### config.mk
export PLATFORM = sky130hd
export DESIGN_NAME = lwburst_sram
export DESIGN_NICKNAME = d
export VERILOG_FILES = /design/src/rtl/lwburst_sram.sv
export SDC_FILE = /design/constraint.sdc
export NUM_CORES = 2
export LEC_CHECK = 0
export ABC_AREA = 1
export BUFFER_PORTS_ARGS = -buffer_cell sky130_fd_sc_hd__buf_2
export CAP_MARGIN = 30
export CELL_PAD_IN_SITES_DETAIL_PLACEMENT = 1
export CELL_PAD_IN_SITES_GLOBAL_PLACEMENT = 1
export CORE_MARGIN = 3
export CORE_UTILIZATION = 45
export CTS_CLUSTER_DIAMETER = 60
export DETAILED_ROUTE_END_ITERATION = 6
export PLACE_DENSITY = 0.83
export SLEW_MARGIN = 20
export SYNTH_ARGS = -nofsm -noshare
export SYNTH_HDL_FRONTEND = slang
export SYNTH_SLANG_ARGS = --single-unit
### constraint.sdc
create_clock -name clk -period 3.82 [get_ports clk]
set_input_delay 0.573 -clock clk [delete_from_list [all_inputs] [get_ports clk]]
set_output_delay 0.573 -clock clk [all_outputs]
set_load 0.01 [all_outputs]
### src/rtl/lwburst_sram.sv
module lwburst_sram #(
  parameter int DEPTH = 64,
  parameter int DW    = 32
) (
  input  logic                     clk,
  input  logic                     rst_n,
  input  logic                     cken_n,
  input  logic                     sel,
  input  logic                     adv,
  input  logic                     wr_n,
  input  logic [DW/8-1:0]          be_n,
  input  logic                     lin_order,
  input  logic [$clog2(DEPTH)-1:0] addr,
  input  logic [DW-1:0]            wdata,
  input  logic                     oe_n,
  output logic [DW-1:0]            rdata,
  output logic                     rvalid
);
  localparam int AW    = $clog2(DEPTH);
  localparam int LANES = DW / 8;

  logic [DW-1:0] mem [DEPTH];

  logic          burst_on, burst_wr;
  logic [AW-1:0] base;
  logic [1:0]    cnt;

  logic             s1_vld, s1_wr, s2_vld, s2_wr;
  logic [AW-1:0]    s1_addr, s2_addr;
  logic [LANES-1:0] s1_be, s2_be;
  logic [DW-1:0]    dq;
  logic             dvalid;

  wire [1:0]    cnt_nx   = cnt + 2'd1;
  wire [1:0]    low_nx   = lin_order ? (base[1:0] + cnt_nx) : (base[1:0] ^ cnt_nx);
  wire [AW-1:0] cur_addr = adv ? {base[AW-1:2], low_nx} : addr;
  wire          cur_go   = adv ? burst_on : sel;
  wire          cur_wr   = adv ? burst_wr : !wr_n;

  always_ff @(posedge clk) begin
    if (!rst_n) begin
      burst_on <= 1'b0;
      s1_vld   <= 1'b0;
      s2_vld   <= 1'b0;
      dvalid   <= 1'b0;
    end else if (!cken_n) begin
      if (!adv) begin
        burst_on <= sel;
        burst_wr <= !wr_n;
        base     <= addr;
        cnt      <= 2'd0;
      end else if (burst_on) begin
        cnt <= cnt_nx;
      end
      s1_vld  <= cur_go;
      s1_wr   <= cur_wr;
      s1_addr <= cur_addr;
      s1_be   <= be_n;
      s2_vld  <= s1_vld;
      s2_wr   <= s1_wr;
      s2_addr <= s1_addr;
      s2_be   <= s1_be;
      dvalid  <= s2_vld && !s2_wr;
      if (s2_vld && !s2_wr) dq <= mem[s2_addr];
    end
  end

  always_ff @(posedge clk) begin
    if (rst_n && !cken_n && s2_vld && s2_wr)
      for (int i = 0; i < LANES; i++)
        if (!s2_be[i]) mem[s2_addr][i*8 +: 8] <= wdata[i*8 +: 8];
  end

  assign rdata  = dq;
  assign rvalid = dvalid && !oe_n;

  AST_RESET_CLEARS: assert property (@(posedge clk)
    !rst_n |=> (!s1_vld && !s2_vld && !dvalid));

  AST_STALL_HOLDS: assert property (@(posedge clk) disable iff (!rst_n)
    (rst_n && cken_n) |=> ($stable(dq) && $stable(dvalid) && $stable(s1_vld) && $stable(s2_vld)));

  AST_DESELECT_IDLE: assert property (@(posedge clk) disable iff (!rst_n)
    (!cken_n && !adv && !sel) |=> !s1_vld);

  AST_BURST_KIND: assert property (@(posedge clk) disable iff (!rst_n)
    (!cken_n && adv && burst_on) |=> (s1_vld && (s1_wr == $past(burst_wr))));

  AST_OE_GATE: assert property (@(posedge clk) disable iff (!rst_n)
    oe_n |-> !rvalid);
endmodule

==> results_dict.tcl <==
set metrics [dict create \
    rows 162 \
    whs_ps 74.8 \
    detail_route.wl_per_cell_um 25.6 \
    slew_headroom 0.252 \
    finish.net_count 9027 \
    crit_path_frequent_cell "buf_4" \
    grt_max_degree 197 \
    synth-compound-area-share 0.00112 \
    yosysSeqAreaShare 0.712 \
    synthAdderAreaFrac 0.000140 \
    finalSetupTns_ps 0 \
    synthCells 8811 \
    worstPathCellList "inv_2 -> nor3_2 -> buf_4 -> buf_4 -> nand2_1 -> nor2_1 -> buf_4" \
    post-route-period-util 0.890 \
    place_inst 11375 \
    finalHoldViolCount 0 \
    synth_top_area_frac 0.711 \
    worstMarginPinSlew_ps 1120 \
    power.leakage_nw 41.7 \
    cts_buffer_depth 3 \
    pin_count 83 \
    antenna_found_initial 35 \
    antenna_left 0 \
    worst_ep_required_time_ps 4370 \
    cts_tree "yes" \
    stdcell_count 11800 \
    cp.arrival_ps 3950 \
    start_kind "flip-flop" \
    use_met1 0.350 \
    grt_overflow_total 0 \
    synthSimpleGateAreaFrac 0.262 \
    hpwl_um 186000 \
    ys_types 28 \
    area_growth_pct 12.9 \
    fillCellCount 21215 \
    dieArea_sq_mm 0.203 \
    hold_class "primary input to flip-flop" \
    clock_skew_ps 51.4 \
    critPathKind "flip-flop to flip-flop" \
    drt-total-wl_um 303000 \
    syn_nets 8862 \
    powerDensity_mw_per_mm2 482 \
    vias 65816 \
    core-area_sq_mm 0.196 \
    ys_warn_count 0 \
    drcViolationCount 0 \
    slowest_stage "nand2_1" \
    status "completed" \
    synthMuxAreaShare 0 \
    vias_per_cell 5.58 \
    grt_pass1_vias 70796 \
    htree_levels 4 \
    cts.reportedPaths.clkPinSlew_ps 60 \
    drive_gt1_frac 0.0802 \
    ys_ff_latch 2113 \
    drt_iter0_drc 7565 \
    ir_worst_vdd_uv 481 \
    postSynthAreaPerCell_sq_um 10.1 \
    yosysTopAreaCell "edfxtp_1" \
    setup_violations 0 \
    cts_num_sinks 2113 \
    numPortBuffers 82 \
    die_h_um 451 \
    globalRouteTotalUtil 0.294 \
    synth.area.top_cells "edfxtp_1 (71%), nand2_1 (24%), nor2_1 (1.4%), buf_2 (1.3%), clkbuf_1 (0.67%)" \
    syn-cell-area_sq_mm 0.0891 \
    synth-xor-area-share 0.000197 \
    synth_top_family_by_area "simple AND/OR/NAND/NOR gates" \
    gp_congestion 0.857 \
    drv_slew 0 \
    chipWidth_um 451 \
    slowest_delay_ps 660 \
    initial_core_util 0.455 \
    drt_first_pass_iters 6 \
    rsz0062_at_grt "false" \
    grt-busiest-layer "met2" \
    grt_pass1_wl_um 448000 \
    grt_use_met3 0.0589 \
    clkLatencyLatePin_ps 860 \
    timing.max_cap.violations 0 \
    use_met2 0.484 \
    critical_path_peak_fanout 19 \
    max_freq_ghz 0.294 \
    fin_crit_ps 3400 \
    cts_buffers 209 \
    cts_root_buffer "clkbuf_16" \
    endpoint_kind "flip-flop" \
]
through the flow:
step / area [sq um] / setup slack (ps) / util / power (mW)
floorplan: 89100 / 148 / - / 27.1
global placement: 93400 / 760 / 0.477 / 28.1
detailed placement: 93600 / 676 / 0.478 / 28.2
CTS: 101000 / 606 / 0.513 / 48.6
global route: 101000 / 469 / 0.513 / 49.8
finish: 101000 / 419 / 0.513 / 48.5
per-layer routing:
layer | part of all wire | up-vias
met2 | 0.49 | 3248
met5 | 0.00017 | -
met4 | 0.070 | 8
met1 | 0.36 | 32971
met3 | 0.084 | 834
li1 | - | 28755
timing repair:
| action | in CTS | in global routing |
|---|---|---|
| buffers inserted | 0 | 0 |
| hold buffers | 11 | 0 |
| resized for setup | 0 | 0 |
| hold endpoints to repair | 16 | 0 |
cell usage after synthesis:
cell / instances
ha_1: 1
o22ai_1: 2
nor2_1: 337
buf_2: 226
buf_1: 42
nand3_1: 9
nor2_4: 3
o21ai_0: 6
dfxtp_1: 3
inv_4: 1
a21oi_1: 2
nor3_1: 8
clkbuf_1: 160
nand2_2: 4
nor2_2: 6
inv_1: 30
or2_2: 6
xor2_1: 1
o21ai_1: 2
buf_6: 6
inv_2: 8
o211ai_1: 5
nand2_1: 5809
edfxtp_1: 2110
xnor2_1: 1
nand2_4: 3
buf_4: 19
nor3_2: 1
final cells by class:
cell class              instances  area (sq um)  area share
clock buffers                 262          5510      0.0548
well taps                    2624          3280      0.0326
diodes                         25          62.6    0.000622
inverters                      39           178     0.00177
multi-input cells            6206         23500       0.234
flip-flops and latches       2113         63400       0.630
clock inverters               124          1280      0.0127
repair buffers                407          3370      0.0335
where the power goes:
part	total, mW	switching (mW)	internal [mW]
logic	2.28	1.79	0.489
clock network	20.7	9.12	11.6
registers	25.5	0.0174	25.5
worst paths after layout:
path	depth (start not counted)	start	to	slack, ps
worst max-delay path	7	s2_addr[4]	mem[23][30]	420
worst min-delay path	3	cken_n	dvalid	70
worst max register to register	7	s2_addr[4]	mem[23][30]	420
worst min register to register	0	s1_be[2]	s2_be[2]	420
cells by family (layout without fill, tap and decap cells):
| family | Yosys count | after routing |
|---|---|---|
| adders and majority gates | 1 | 1 |
| other | 0 | 25 |
| xor gates and xnor gates | 2 | 2 |
| DFF | 2113 | 2113 |
| and+or+nand+nor | 6186 | 6186 |
| buffers and inverters | 492 | 832 |
| AOI/OAI and AO/OA | 17 | 17 |
layout by cell type, fill, tap and decap left out, types with 7 or more instances in the layout:
cell type / count
dlygate4sd3_1: 11
nand2_2: 8
buf_2: 78
edfxtp_1: 2110
clkinv_2: 32
clkinv_1: 47
buf_4: 281
clkbuf_1: 47
nand2_1: 5805
diode_2: 25
clkinvlp_4: 8
nor3_2: 8
nor2_2: 7
nand3_1: 9
inv_1: 30
nor2_1: 335
clkbuf_16: 211
bufinv_16: 20
buf_12: 34
worst max-delay path, delay by kind of cell (launching register included):
family                 cells  cell delay [ps]
DFF                        1              510
buffers and inverters      4             1250
and+or+nand+nor            3             1300
registers in the layout (all words and copies together) (netlist names), 2 cells and up:
register / flops
base: 6
cnt: 2
mem: 2048
rdata: 32
s1_addr: 6
s1_be: 4
s2_addr: 6
s2_be: 4
Note: power is estimated with default switching activity, not from simulation.
